==> src/rtl/intc_agg_pkg.sv <==
package intc_agg_pkg;

   typedef enum logic {
      ADJ_DOWN = 1'b0,
      ADJ_UP   = 1'b1
   } adj_dir_e;

   localparam int unsigned VEC_W_DEFAULT = 16;

endpackage

==> src/rtl/intc_src_slot.sv <==
module intc_src_slot
   import intc_agg_pkg::*;
#(
   parameter int unsigned CNT_W = 3,
   parameter int unsigned VEC_W = 16
) (
   input  logic             clk,
   input  logic             rst_n,
   input  logic             level_i,
   input  logic             cfg_hit_i,
   input  logic [CNT_W-1:0] cfg_max_i,
   input  logic [VEC_W-1:0] cfg_vec_i,
   input  logic             adj_hit_i,
   input  adj_dir_e         adj_dir_i,
   output logic             pend_d_o,
   output logic             pend_q_o,
   output logic [VEC_W-1:0] vec_o
);

   localparam logic [CNT_W-1:0] CNT_TOP   = '1;
   localparam logic [CNT_W-1:0] CNT_ZERO  = '0;
   localparam logic [CNT_W-1:0] CNT_ONE   = CNT_W'(1);
   localparam logic [CNT_W-1:0] MAX_RESET = CNT_W'(1);

   logic [CNT_W-1:0] cnt_q, cnt_d;
   logic [CNT_W-1:0] max_q, max_d;
   logic [VEC_W-1:0] vec_q, vec_d;
   logic             lvl_q;
   logic             pend_q;

   always_comb begin
      cnt_d = cnt_q;
      max_d = max_q;
      vec_d = vec_q;
      if (cfg_hit_i) begin
         max_d = cfg_max_i;
         vec_d = cfg_vec_i;
         cnt_d = CNT_ZERO;
      end else if (adj_hit_i) begin
         if (adj_dir_i == ADJ_UP) begin
            if (cnt_q != CNT_TOP) cnt_d = cnt_q + CNT_ONE;
         end else begin
            if (cnt_q != CNT_ZERO) cnt_d = cnt_q - CNT_ONE;
         end
      end
   end

   assign pend_d_o = level_i && (cnt_d == max_d);

   always_ff @(posedge clk or negedge rst_n) begin
      if (!rst_n) begin
         cnt_q  <= CNT_ZERO;
         max_q  <= MAX_RESET;
         vec_q  <= '0;
         lvl_q  <= 1'b0;
         pend_q <= 1'b0;
      end else begin
         cnt_q  <= cnt_d;
         max_q  <= max_d;
         vec_q  <= vec_d;
         lvl_q  <= level_i;
         pend_q <= pend_d_o;
      end
   end

   assign pend_q_o = pend_q;
   assign vec_o    = vec_q;

   assert_pend_needs_level_R4 : assert property (@(posedge clk) disable iff (!rst_n)
      pend_q |-> lvl_q);

   assert_pend_needs_enable_R2 : assert property (@(posedge clk) disable iff (!rst_n)
      pend_q |-> (cnt_q == max_q));

   assert_cfg_clears_count_R9 : assert property (@(posedge clk) disable iff (!rst_n)
      cfg_hit_i |=> (cnt_q == CNT_ZERO));

   assert_single_step_R3 : assert property (@(posedge clk) disable iff (!rst_n)
      !cfg_hit_i |=> (cnt_q == $past(cnt_q) ||
                      cnt_q == $past(cnt_q) + CNT_ONE ||
                      cnt_q == $past(cnt_q) - CNT_ONE));

   assert_dec_at_target_R3 : assert property (@(posedge clk) disable iff (!rst_n)
      (adj_hit_i && !cfg_hit_i && adj_dir_i == ADJ_DOWN &&
       cnt_q == max_q && cnt_q != CNT_ZERO) |=> !pend_q);

endmodule

==> src/rtl/intc_pend_tally.sv <==
module intc_pend_tally #(
   parameter int unsigned NUM_SRC = 6,
   parameter int unsigned PC_W    = 3
) (
   input  logic               clk,
   input  logic               rst_n,
   input  logic [NUM_SRC-1:0] pend_d_i,
   input  logic [NUM_SRC-1:0] pend_q_i,
   output logic [PC_W-1:0]    count_o,
   output logic               irq_o
);

   logic [NUM_SRC-1:0] rise, fall;
   logic [PC_W-1:0]    n_rise, n_fall;
   logic [PC_W-1:0]    cnt_q, cnt_d;
   logic               irq_q;

   assign rise = pend_d_i & ~pend_q_i;
   assign fall = ~pend_d_i & pend_q_i;

   always_comb begin
      n_rise = '0;
      n_fall = '0;
      for (int i = 0; i < int'(NUM_SRC); i++) begin
         n_rise = n_rise + PC_W'(rise[i]);
         n_fall = n_fall + PC_W'(fall[i]);
      end
      cnt_d = cnt_q + n_rise - n_fall;
   end

   always_ff @(posedge clk or negedge rst_n) begin
      if (!rst_n) begin
         cnt_q <= '0;
         irq_q <= 1'b0;
      end else begin
         cnt_q <= cnt_d;
         irq_q <= (cnt_d != '0);
      end
   end

   assign count_o = cnt_q;
   assign irq_o   = irq_q;

   assert_tally_matches_R5 : assert property (@(posedge clk) disable iff (!rst_n)
      cnt_q == PC_W'($countones(pend_q_i)));

   assert_irq_follows_R6 : assert property (@(posedge clk) disable iff (!rst_n)
      irq_q == (cnt_q != '0));

   assert_no_overflow_R5 : assert property (@(posedge clk) disable iff (!rst_n)
      int'(cnt_q) <= int'(NUM_SRC));

endmodule

==> src/rtl/intc_vec_pick.sv <==
module intc_vec_pick #(
   parameter int unsigned NUM_SRC = 6,
   parameter int unsigned VEC_W   = 16
) (
   input  logic                     clk,
   input  logic                     rst_n,
   input  logic [NUM_SRC-1:0]       pend_i,
   input  logic [NUM_SRC*VEC_W-1:0] vecs_i,
   output logic                     valid_o,
   output logic [VEC_W-1:0]         vec_o
);

   logic [NUM_SRC-1:0] cand;
   logic [NUM_SRC-1:0] grant;

   for (genvar g = 0; g < NUM_SRC; g++) begin : g_cand
      assign cand[g] = pend_i[g] && (vecs_i[g*VEC_W +: VEC_W] != '0);
   end

   always_comb begin
      grant   = '0;
      valid_o = 1'b0;
      vec_o   = '0;
      for (int i = 0; i < int'(NUM_SRC); i++) begin
         if (!valid_o && cand[i]) begin
            grant[i] = 1'b1;
            valid_o  = 1'b1;
            vec_o    = vecs_i[i*VEC_W +: VEC_W];
         end
      end
   end

   assert_single_grant_R7 : assert property (@(posedge clk) disable iff (!rst_n)
      $onehot0(grant));

   assert_zero_vec_skipped_R8 : assert property (@(posedge clk) disable iff (!rst_n)
      valid_o |-> (vec_o != '0));

   assert_idle_lookup_R7 : assert property (@(posedge clk) disable iff (!rst_n)
      (pend_i == '0) |-> (!valid_o && vec_o == '0));

endmodule

==> src/rtl/intc_pend_agg.sv <==
module intc_pend_agg
   import intc_agg_pkg::*;
#(
   parameter int unsigned NUM_SRC = 6,
   parameter int unsigned CNT_W   = 3,
   parameter int unsigned VEC_W   = VEC_W_DEFAULT,
   localparam int unsigned IDX_W  = (NUM_SRC > 1) ? $clog2(NUM_SRC) : 1,
   localparam int unsigned PC_W   = $clog2(NUM_SRC + 1)
) (
   input  logic               clk,
   input  logic               rst_n,
   input  logic [NUM_SRC-1:0] src_level,
   input  logic               cfg_we,
   input  logic [IDX_W-1:0]   cfg_idx,
   input  logic [CNT_W-1:0]   cfg_max,
   input  logic [VEC_W-1:0]   cfg_vec,
   input  logic               adj_valid,
   input  logic [IDX_W-1:0]   adj_idx,
   input  logic               adj_up,
   output logic               irq_req,
   output logic [PC_W-1:0]    pend_count,
   output logic               vec_valid,
   output logic [VEC_W-1:0]   vec_code
);

   if (NUM_SRC < 1) begin : g_bad_num
      $error("intc_pend_agg: NUM_SRC must be at least 1");
   end
   if (CNT_W < 1 || CNT_W > 8) begin : g_bad_cnt
      $error("intc_pend_agg: CNT_W must lie in 1..8");
   end
   if (VEC_W < 1) begin : g_bad_vec
      $error("intc_pend_agg: VEC_W must be at least 1");
   end

   logic [NUM_SRC-1:0]       pend_d, pend_q;
   logic [NUM_SRC*VEC_W-1:0] vec_flat;
   adj_dir_e                 adj_dir;

   assign adj_dir = adj_dir_e'(adj_up);

   for (genvar s = 0; s < NUM_SRC; s++) begin : g_src
      logic cfg_hit, adj_hit;
      assign cfg_hit = cfg_we    && (cfg_idx == IDX_W'(s));
      assign adj_hit = adj_valid && (adj_idx == IDX_W'(s));

      intc_src_slot #(
         .CNT_W (CNT_W),
         .VEC_W (VEC_W)
      ) u_slot (
         .clk       (clk),
         .rst_n     (rst_n),
         .level_i   (src_level[s]),
         .cfg_hit_i (cfg_hit),
         .cfg_max_i (cfg_max),
         .cfg_vec_i (cfg_vec),
         .adj_hit_i (adj_hit),
         .adj_dir_i (adj_dir),
         .pend_d_o  (pend_d[s]),
         .pend_q_o  (pend_q[s]),
         .vec_o     (vec_flat[s*VEC_W +: VEC_W])
      );
   end

   intc_pend_tally #(
      .NUM_SRC (NUM_SRC),
      .PC_W    (PC_W)
   ) u_tally (
      .clk      (clk),
      .rst_n    (rst_n),
      .pend_d_i (pend_d),
      .pend_q_i (pend_q),
      .count_o  (pend_count),
      .irq_o    (irq_req)
   );

   intc_vec_pick #(
      .NUM_SRC (NUM_SRC),
      .VEC_W   (VEC_W)
   ) u_pick (
      .clk     (clk),
      .rst_n   (rst_n),
      .pend_i  (pend_q),
      .vecs_i  (vec_flat),
      .valid_o (vec_valid),
      .vec_o   (vec_code)
   );

   assert_irq_rises_with_tally_R6 : assert property (@(posedge clk) disable iff (!rst_n)
      $rose(irq_req) |-> (pend_count != '0 && $past(pend_count) == '0));

   assert_out_of_range_inert_R10 : assert property (@(posedge clk) disable iff (!rst_n)
      (!cfg_we && (!adj_valid || int'(adj_idx) >= int'(NUM_SRC)) && $stable(src_level))
         |=> $stable(pend_count));

endmodule

==> config.mk <==
export PLATFORM = sky130hd
export DESIGN_NAME = intc_pend_agg
export DESIGN_NICKNAME = d
export VERILOG_FILES = /design/src/rtl/intc_agg_pkg.sv /design/src/rtl/intc_src_slot.sv /design/src/rtl/intc_pend_tally.sv /design/src/rtl/intc_vec_pick.sv /design/src/rtl/intc_pend_agg.sv
export SDC_FILE = /design/constraint.sdc
export NUM_CORES = 1
export LEC_CHECK = 0
export BUFFER_PORTS_ARGS = -buffer_cell sky130_fd_sc_hd__buf_2
export CORE_ASPECT_RATIO = 1.5
export CORE_UTILIZATION = 50
export CTS_CLUSTER_DIAMETER = 50
export DETAILED_ROUTE_END_ITERATION = 8
export GPL_TIMING_DRIVEN = 0
export PLACE_DENSITY_LB_ADDON = 0.15
export SYNTH_ARGS = -nofsm -noshare
export SYNTH_HDL_FRONTEND = slang
export SYNTH_SLANG_ARGS = --single-unit
==> constraint.sdc <==
create_clock -name clk -period 6.6 [get_ports clk]
set_input_delay 0.33 -clock clk [delete_from_list [all_inputs] [get_ports clk]]
set_output_delay 0.33 -clock clk [all_outputs]
set_load 0.03 [all_outputs]
Word level (Yosys, flattened, before mapping)
Cells that the tools add are included.
- register bits after elaboration: 142
- bits in latches: 0
- RAM bits: 0
- bits in read-only memories: 0
- input port bits: 36
- output and inout port bits: 21
- logic and storage cells: 173
- memories kept: 0
- $add $sub $neg: 24
- $mul: 0
- divide/modulo/power cells: 0
- $lt $le $gt $ge: 0
- eq/ne operators: 22
- shifts and indexed selects: 0
- muxes and demuxes: 48
- bitwise logic cells: 4
- reductions and logical operators: 49
- operators with widths (kind ; number):
    $mux W3 ; 36
    $mux W16 ; 6
    $reduce_bool A16 Y1 ; 6
    $logic_and A1 B1 Y1 ; 29
    $add A3 B1 Y3 ; 8
    $reduce_bool A3 Y1 ; 7
    $add A3 B1 Y3 const B ; 6
    $eq A3 B3 Y1 ; 6
    $ne A3 B3 Y1 const B ; 6
    $sub A3 B1 Y3 const B ; 6
    $and A6 B6 Y6 ; 2
    $eq A3 B2 Y1 const B ; 4
    $eq A3 B3 Y1 const B ; 4
    $not A6 Y6 ; 2
    $eq A3 B1 Y1 const B ; 2
    $logic_not A3 Y1 ; 2
    $mux W1 ; 6
    $logic_not A1 Y1 ; 5
    $add A1 B1 Y2 ; 2
    $add A3 B3 Y3 ; 1
    $sub A3 B3 Y3 ; 1

Depth between registers and ports, before layout
Gate-level depths: netlist of the first run.
- word-level depth: 18
- gate-level depth with buffers: 21
- depth with buffers taken out: 21

By module
A second synthesis of the first run with hierarchy kept.
- cells, all modules: 735
- area total of the unflattened synthesis: 8639.5 um^2
- by module, submodules not included (module ; times used ; cells each ; area each (um^2) ; sequential area each (um^2)):
    intc_src_slot ; 6 ; 79 ; 1053.5 ; 576.8
    intc_vec_pick ; 1 ; 212 ; 1722.9 ; 0.0
    intc_pend_tally ; 1 ; 37 ; 446.7 ; 100.1
    intc_pend_agg ; 1 ; 12 ; 148.9 ; 0.0

Worst setup path before layout of the first run
No wires, ideal clock.
- kind: register -> register
- start: reg g_src[0].u_slot.cnt_q[1]
- end: reg u_tally.irq_q, in the netlist u_tally.irq_o
- data arrival time: 5711 ps
- data required time: 6469 ps
- slack: 758 ps
- cell stages (with the launch flop): 21
- path buffers: 0
- period minus slack after synthesis: 5842 ps
- cells stage by stage: dfrtp_1 inv_1 ha_1 or3b_2 a21boi_0 o211ai_1 xnor2_1 or4_1 o21a_1 ha_1 inv_1 fa_1 fa_1 fa_1 fa_1 ha_1 fa_1 xnor2_1 xnor2_1 xnor2_1 or3_1
- longest elaborated chain between the ends: 16
- elaborated cells on any way between the ends: 27
- RTL lines (item ; line ; RTL):
    start, declared ; intc_src_slot.sv:25 ; logic [CNT_W-1:0] cnt_q, cnt_d;
    start signal, assigned ; intc_src_slot.sv:58 ; cnt_q <= cnt_d;
    $sub A3 B1 Y3 (tied with other cells) ; intc_src_slot.sv:43 ; if (cnt_q != CNT_ZERO) cnt_d = cnt_q - CNT_ONE;
    $mux W3, on equally long branches ; intc_src_slot.sv:43, intc_src_slot.sv:41 ;
    $mux W3 ; intc_src_slot.sv:40 ; if (adj_dir_i == ADJ_UP) begin
    $mux W3 (*) ; intc_src_slot.sv:39 ; end else if (adj_hit_i) begin
    $mux W3 (*) ; intc_src_slot.sv:35 ; if (cfg_hit_i) begin
    $eq A3 B3 Y1 (*) ; intc_src_slot.sv:48 ; assign pend_d_o = level_i && (cnt_d == max_d);
    $logic_and A1 B1 Y1 (*) ; intc_src_slot.sv:48 ;
    $and A6 B6 Y6 or $not A6 Y6 (tied branches) ; intc_pend_tally.sv:18, intc_pend_tally.sv:19 ;
    $add A1 B1 Y2 or $and A6 B6 Y6 (tied branches) ; intc_pend_tally.sv:25, intc_pend_tally.sv:19 ;
    $add A3 B1 Y3 or $add A1 B1 Y2 (tied branches) ; intc_pend_tally.sv:25, intc_pend_tally.sv:26 ;
    $add A3 B1 Y3, on equally long branches (3 in a row) ; intc_pend_tally.sv:25, intc_pend_tally.sv:26 ;
    $add A3 B3 Y3 or $add A3 B1 Y3 (tied branches) ; intc_pend_tally.sv:28, intc_pend_tally.sv:26 ;
    $sub A3 B3 Y3 (*) ; intc_pend_tally.sv:28 ; cnt_d = cnt_q + n_rise - n_fall;
    via u_tally.cnt_d[2] ; intc_pend_tally.sv:15 ; logic [PC_W-1:0] cnt_q, cnt_d;
    $reduce_bool A3 Y1 (*) ; intc_pend_tally.sv:37 ; irq_q <= (cnt_d != '0);
    end signal, assigned ; intc_pend_tally.sv:37 ;
    end, declared ; intc_pend_tally.sv:16 ; logic irq_q;
Mark *: on every way through the listed nets, which the timed path passes. The rest lies on a longest branch.
A chain may end at the register's enable or synchronous reset.

Final worst setup path of the first run
Same ends and word-level chain as after synthesis.

==> impl_results.md, run 1 <==
- # Max-Cap Violations: 0
- Core Area: 0.01521 mm2
- Sequential area share after synthesis: 45.30%
- Clk buf depth: 2
- Clock share of power: around a quarter
- Int Power: ~2.4 mW
- Design area: between 0.009 and 0.01 mm2
- Antenna violations before repair: 0
- Post-CTS Setup Repair Bufs: 0
- Max-slew headroom: 56.03%
- Critical path launch point type: flip-flop
- Biggest area consumer among synthesized cells: dfrtp_1
- Width of the die: 104.4 um
- Detailed-route wire length: between 20000 and 25000 um
- Largest net degree at the start of global routing: a little under 90
- Top cells by count, synth: 294 x nand2_1, 136 x dfrtp_1, 39 x mux2_2, 39 x nor2_1
- Clock root buffer: clkbuf_16
- Min Tclk post-route: 6.143 ns
- CP Max Fanout: 4
- Vias in the first global route: between 6k and 7k
- Yosys warning count: 0
- Clk_skew: between 0.01 and 0.015 ns
- Final Core Density: 59.58%
- Total number of vias: about 6.5k
- Reg2reg setup slack: 0.46 ns
- Setup TNS: 0 ns
- Via-to-Cell Ratio: roughly 5.6
- Final Max Slew Viols: 0
- Die area: between 0.015 and 0.02 mm2
- Outcome: complete, no violations
- CTS Buf Count: 17
- Post-route DRC: 0
- Area growth, synth to finish: 15.28%
- Flop pwr share: between 30% and 40%
- Final setup margin: between 0.4 and 0.5 ns
- Top post-synthesis cells by area: dfrtp_1 43%, nand2_1 14%, mux2_2 5.6%
- Hold crit path type: in -> reg
- Io pins: 57
- Max VDD drop: 0.4112 mV
- Sw Share: about 38%
- Initial Utilization: roughly half
- Gpl congestion: roughly 0.93
- Syn_nets: roughly 940
- First-pass GRT wire length: ~33000 um
- Drt wl/cell: about 18 um
- Number of fill cells in the layout: 1389
- Hold Worst Slack: roughly 0.20 ns
- Pre-CTS setup slack: about 0.11 ns
- Clock latency on the worst-skew pair: ~0.42 ns
- Die Ht: 155.6 um
- Cells after Synth: roughly 870
- Final Cycle Share: 93.07%
- Flops & latches, synth: 142
- Overall power: a little under 4 mW
- P per Cell Area: ~430 mW/mm2
- Antenna diode count: 0
- RSZ-0062 raised after global routing: false
- Kind of critical path: reg -> reg
- Initial DRT Pass Iterations: 5
- FMAX: ~160 MHz
- # rows: 55
- Switching power: roughly 1.5 mW
- Most common cell in the netlist: nand2_1
- Final setup violation count: 0
- Placed cell areas: between 0.008 and 0.009 mm2
- Hold path cells: 3
- # port buffers: 53
- Global router's overall resource usage: around 27%
- Nets: ~1k
- Non-filler cells, final: 1159
- Logic pwr share: between 40% and 50%
- CTS tree: done
- Critical Path Sink Type: flip-flop
- Post-synth EDFFs: 0
- Worst path required time: 6.90 ns
- DP Wirelength: between 15000 and 20000 um
- Sink Count: ~140
- Max H-tree Level: 4
- Post-synth ARST share: 100.0%
- Main flop type after synthesis: dfrtp_1
- Clock slew at reported path FFs: approximately 0.060 ns
- Final hold vios: 0
- Leak Pwr: roughly 4.4 nW
- Synth top area share: between 40 and 50%
- CP arrival: around 6.4 ns
- Avg Cell Area, Syn: roughly 9.0 um2
- GRT overflow: 0
- ANT nets after route: 0
- Depth of the most critical reg-to-reg path: 20
- DP Cell Count: about 1.1k
- Mapped Area: 0.007860 mm2
- Number of distinct library cells after synthesis: 67
- DR iter-0 viols: between 400 and 500
- Layout cell share with drive strength beyond 1: between 10% and 20%
- Slew @ Worst Pin: 0.6510 ns
## path summary, 6_finish.rpt
check | start | to
worst min-delay path | src_level[1] | g_src[1].u_slot.pend_q_o
min in group asynchronous | rst_n | g_src[5].u_slot.vec_o[13]
max in group asynchronous | rst_n | g_src[0].u_slot.max_q[0]
worst min register to register | g_src[2].u_slot.max_q[0] | g_src[2].u_slot.max_q[0]
worst max-delay path | g_src[0].u_slot.cnt_q[1] | u_tally.irq_o
worst max register to register | g_src[0].u_slot.cnt_q[1] | u_tally.irq_o
## per-layer routing
| layer | track usage, % | vias to the layer above | share of wire [%] | wire [um] |
|---|---|---|---|---|
| met2 | 50.14 | 155 | 54 | 11270 |
| met1 | 30.64 | 3117 | 40 | 8264 |
| met3 | 3.133 | 52 | 2.5 | 529 |
| met4 | 12.72 | 0 | 3.5 | 738 |
| met5 | 0 | - | 0 | 0 |
| li1 | - | 3126 | - | - |
## power groups by stage
stage               Clock (mW)  Combinational [mW]  Sequential (mW)
finish                    1.03                1.61             1.26
global route              1.08                1.82             1.28
CTS                       1.04                1.62             1.25
detailed placement           0                1.61             1.27
global placement             0                1.59             1.26
floorplan                    0                1.18             1.24
## sequential cells by signal, summed over array words and instances, names as in the netlist
signal and flops:
g_src.u_slot.cnt_q 18, g_src.u_slot.max_q 18, g_src.u_slot.pend_q_o 6, g_src.u_slot.vec_o 96
u_tally.count_o 3, u_tally.irq_o 1
## final cells by class
cell class,instances,area [um2],share of cell area [%]
buffer,40,161.4,1.781
clock buffer,22,474.2,5.233
clock inverter,10,158.9,1.754
inverter,33,123.9,1.367
multi-input combinational,658,4024,44.41
sequential,142,3561,39.30
tap,199,249.0,2.748
timing repair buffer,55,309.0,3.411
## critical path, cell delays in order (launching register included)
cell and delay [ns]:
dfrtp_1 0.39, inv_1 0.09, ha_1 0.21, or3b_2 0.44
a21boi_1 0.16, o211ai_1 0.14, xnor2_1 0.16, or4_4 0.50
o21a_1 0.19, ha_1 0.28, inv_1 0.05, fa_1 0.55
fa_1 0.46, fa_1 0.59, fa_1 0.43, ha_1 0.22
fa_1 0.37, xnor2_1 0.21, xnor2_1 0.16, xnor2_1 0.10
or3_1 0.30
## cells in the final DEF (no fill, tap or decap), types with 7 or more instances in the layout
cell / instances
nand2_1: 294
dfrtp_1: 136
buf_2: 55
nor2_1: 39
mux2_2: 39
clkbuf_1: 35
inv_1: 33
and3_1: 31
ha_1: 22
o22ai_1: 17
clkbuf_16: 17
xnor2_1: 15
nor4_1: 14
o21ai_1: 14
a21oi_1: 13
or4_1: 11
nand2b_1: 10
o211ai_1: 8
fa_1: 8
and2_1: 7
## what timing repair did
action / 4_1_cts / 5_1_grt
endpoints found under the hold margin: 53 / 0
hold buffers: 1 / 0
gates resized for setup: 0 / 3
endpoints found under the setup margin: 0 / 1
## kinds of logic after synthesis
group | count (synthesis) | synth area share [%]
DFF | 142 | 45.30
adders and majority gates | 30 | 5.540
buffers and inverters | 73 | 3.629
xor gates and xnor gates | 20 | 2.229
AOI/OAI and AO/OA | 102 | 9.376
and+or+nand+nor | 462 | 27.68
muxes | 44 | 6.240
(Power assumes the default switching activity.)
==> run 2: changes to the inputs <==
--- a/config.mk
+++ b/config.mk
@@ -11,7 +11,7 @@
 export CTS_CLUSTER_DIAMETER = 50
 export DETAILED_ROUTE_END_ITERATION = 8
 export GPL_TIMING_DRIVEN = 0
-export PLACE_DENSITY_LB_ADDON = 0.15
+export PLACE_DENSITY = 0.73
 export SYNTH_ARGS = -nofsm -noshare
 export SYNTH_HDL_FRONTEND = slang
 export SYNTH_SLANG_ARGS = --single-unit
==> run 2 against run 1 <==
  * Clock-buffer cell count fell by 1
  * Core utilization fell by 0.20 points
  * Critical path depth did not move
  * Power fell by 0.58%
  * Flip-flop and latch count did not move
  * Sequential share of layout area rose by 0.13 points
  * Combinational power barely moved
  * Non-clock buffer count did not move
  * Routed wire length fell by 0.50%
  * First-iteration DRC count rose by 15%
  * Via count rose by 2.5%
  * Die area did not move
  * Largest cell class unchanged
  * Highest routed layer unchanged
==> impl_results.md, run 2 (synthesis results as in run 1) <==
- Most frequent cells in the layout: 294 x nand2_1, 136 x dfrtp_1, 55 x buf_2
- DR iter-0 viols: 548 (+15%)
- Antenna diode count: 0 (unchanged)
- Max-slew headroom: 57.31% (+1.3 points)
- Largest register FFs: 96 (unchanged)
- Die Ht: 155.6 um (unchanged)
- Kind of critical path: reg -> reg
- Hold crit path type: in -> reg
- Leak Pwr: 4.350 nW (-0.39%)
- Final Max Slew Viols: 0 (unchanged)
- Overall power: 3.877 mW (-0.58%)
- Initial DRT Pass Iterations: 5 (unchanged)
- Non-filler cells, final: 1158 (-0.086%)
- Outcome: complete, no violations
- Area growth, synth to finish: 14.90%
- Slew @ Worst Pin: 0.6320 ns (-0.01893 ns)
- CP arrival: 6.51 ns (+0.07 ns)
- Final Cycle Share: 94.06% (+0.99 points)
- Die area: 0.01624 mm2 (unchanged)
- Design area: 0.009031 mm2 (-0.33%)
- RSZ-0062 raised after global routing: false
- Vias in the first global route: 6600 (+1.7%)
- Depth of the most critical reg-to-reg path: 20 (unchanged)
- Number of fill cells in the layout: 1333 (-4.0%)
- Io pins: 57 (unchanged)
- Core Area: 0.01521 mm2 (unchanged)
- Post-CTS Setup Repair Bufs: 0 (unchanged)
- Final hold vios: 0 (unchanged)
- Slowest-stage cell, CP: fa_1
- Storage element area: 0.003561 mm2 (unchanged)
- ANT nets after route: 0 (unchanged)
- Clock root buffer: clkbuf_16
- Final setup violation count: 0 (unchanged)
- Nets: 1013 (unchanged)
- CTS Buf Count: 17 (unchanged)
- Gpl congestion: 0.8582 (-8.0%)
- Largest net degree at the start of global routing: 100 (+15%)
- Detailed-route wire length: 20700 um (-0.50%)
- First-pass GRT wire length: 33310 um (+0.39%)
- Worst path required time: 6.90 ns (about the same)
- # rows: 55 (unchanged)
- Clk buf depth: 2 (unchanged)
- R2R Path Start: g_src[0].u_slot.cnt_q[1]
- Hold path cells: 3 (unchanged)
- Slowest Stage Delay on Critical Path: 0.60 ns (about the same)
- Antenna violations before repair: 0 (unchanged)
- Area of the multi-input gates: 0.004020 mm2 (about the same)
- # Max-Cap Violations: 0 (unchanged)
- Sink Count: 142 (unchanged)
- Critical Path Start: g_src[0].u_slot.cnt_q[1]
- Width of the die: 104.4 um (unchanged)
- P per Cell Area: 429.3 mW/mm2 (-0.25%)
- Total number of vias: 6609 (+2.5%)
- Setup TNS: 0 ns (unchanged)
- GRT overflow: 0 (unchanged)
- Cell family with most CP delay: adder cells
- DP Cell Count: 1126 (unchanged)
- Worst r2r dst: u_tally.irq_o
- Drt wl/cell: 17.87 um (-0.41%)
- Hold path endpoint: g_src[5].u_slot.vec_o[10]
- Min Tclk post-route: 6.208 ns (+0.06536 ns)
- Clock latency on the worst-skew pair: 0.43 ns (about the same)
- Global router's overall resource usage: 26.70% (-0.28 points)
- Placed cell areas: 0.008408 mm2 (unchanged)
- Critical Path Sink Type: flip-flop
- Cell mode on critical path: fa_1
- CP Max Fanout: 4 (unchanged)
- Post-route DRC: 0 (unchanged)
- Final setup margin: 0.3921 ns (-0.06536 ns)
- Grt peak-use layer: met2
- Met1 usage: 29.90% (-0.73 points)
- FMAX: 161.1 MHz (-1.1%)
- Via-to-Cell Ratio: 5.707 (+2.6%)
- Met2 usage in global routing: 48.57% (-1.6 points)
- Most common cell after layout, fill and taps aside: nand2_1
- Clock slew at reported path FFs: 0.06 ns (about the same)
- Origin of the worst min-delay path: cfg_vec[10]
- Met3 global-route usage: 3.467% (+0.33 points)
- Initial Utilization: 51.68% (unchanged)
- Layout cell share with drive strength beyond 1: 15.54% (-0.088 points)
- Reg2reg setup slack: 0.39 ns (-0.07 ns)
- Critical path launch point type: flip-flop
- # port buffers: 53 (unchanged)
- Pre-CTS setup slack: 0.09013 ns (-0.01948 ns)
- Crit-path cells: inv_1, ha_1, or3b_2, a21boi_0, o211ai_1, xnor2_1, or4_1, o21a_1, ha_1, inv_1, fa_1, fa_1, fa_1, fa_1, ha_1, fa_1, xnor2_1, xnor2_1, xnor2_1, or3_1
- CTS tree: done
- DP Wirelength: 15390 um (-2.0%)
- Clk_skew: 0.006468 ns (-0.005050 ns)
- WP buf/inv: 2 (unchanged)
- Max VDD drop: 0.2809 mV (-32%)
- Max H-tree Level: 4 (unchanged)
run 2: how the worst max path moves through the flow:
stage,to,slack [ns],cells past startpoint
3_5_place_dp,u_tally.irq_o,0.09,21
4_1_cts,u_tally.irq_o,0.31,20
3_3_place_gp,u_tally.irq_o,0.20,21
6_report,u_tally.irq_o,0.39,20
5_1_grt,u_tally.irq_o,0.1,20
2_1_floorplan,u_tally.irq_o,0.76,20
run 2: routing by layer:
metal	vias up	routed length, um
met5	-	0
met2	235	10980
met4	0	1027
li1	3126	-
met3	69	875
met1	3179	7814
run 2: metrics by stage:
stage	utilization [%]	hold WS, ns
2_1_floorplan	-	0.03441
3_3_place_gp	55.06	0.4457
3_5_place_dp	55.29	0.2789
4_1_cts	59.34	0.2001
5_1_grt	59.38	0.2051
6_report	59.38	0.2023
run 2: power breakdown:
| group | switching [mW] | internal, mW | leakage, nW |
|---|---|---|---|
| combinational | 0.957 | 0.665 | 2.30 |
| clock | 0.375 | 0.621 | 0.291 |
| sequential | 0.167 | 1.09 | 1.76 |
| total | 1.50 | 2.38 | 4.35 |
run 2: area by class of cell:
| cell class | count | area share, % |
|---|---|---|
| repair buffers | 55 | 3.422 |
| inverters | 33 | 1.372 |
| well taps | 199 | 2.757 |
| clock inverters | 10 | 1.510 |
| flip-flops and latches | 142 | 39.43 |
| clock buffers | 21 | 5.209 |
| plain buffers | 40 | 1.787 |
| multi-input cells | 658 | 44.51 |
run 2: tightest hold or removal path, cell delays in order:
cell and delay [ns]:
buf_2 0.15, nand2_1 0.07, nand2_1 0.04
run 2: timing repair:
action                     4_1_cts  5_1_grt
gates resized for setup          0        1
setup endpoints to repair        0        1
hold buffers                     1        0
hold endpoints to repair        43        0
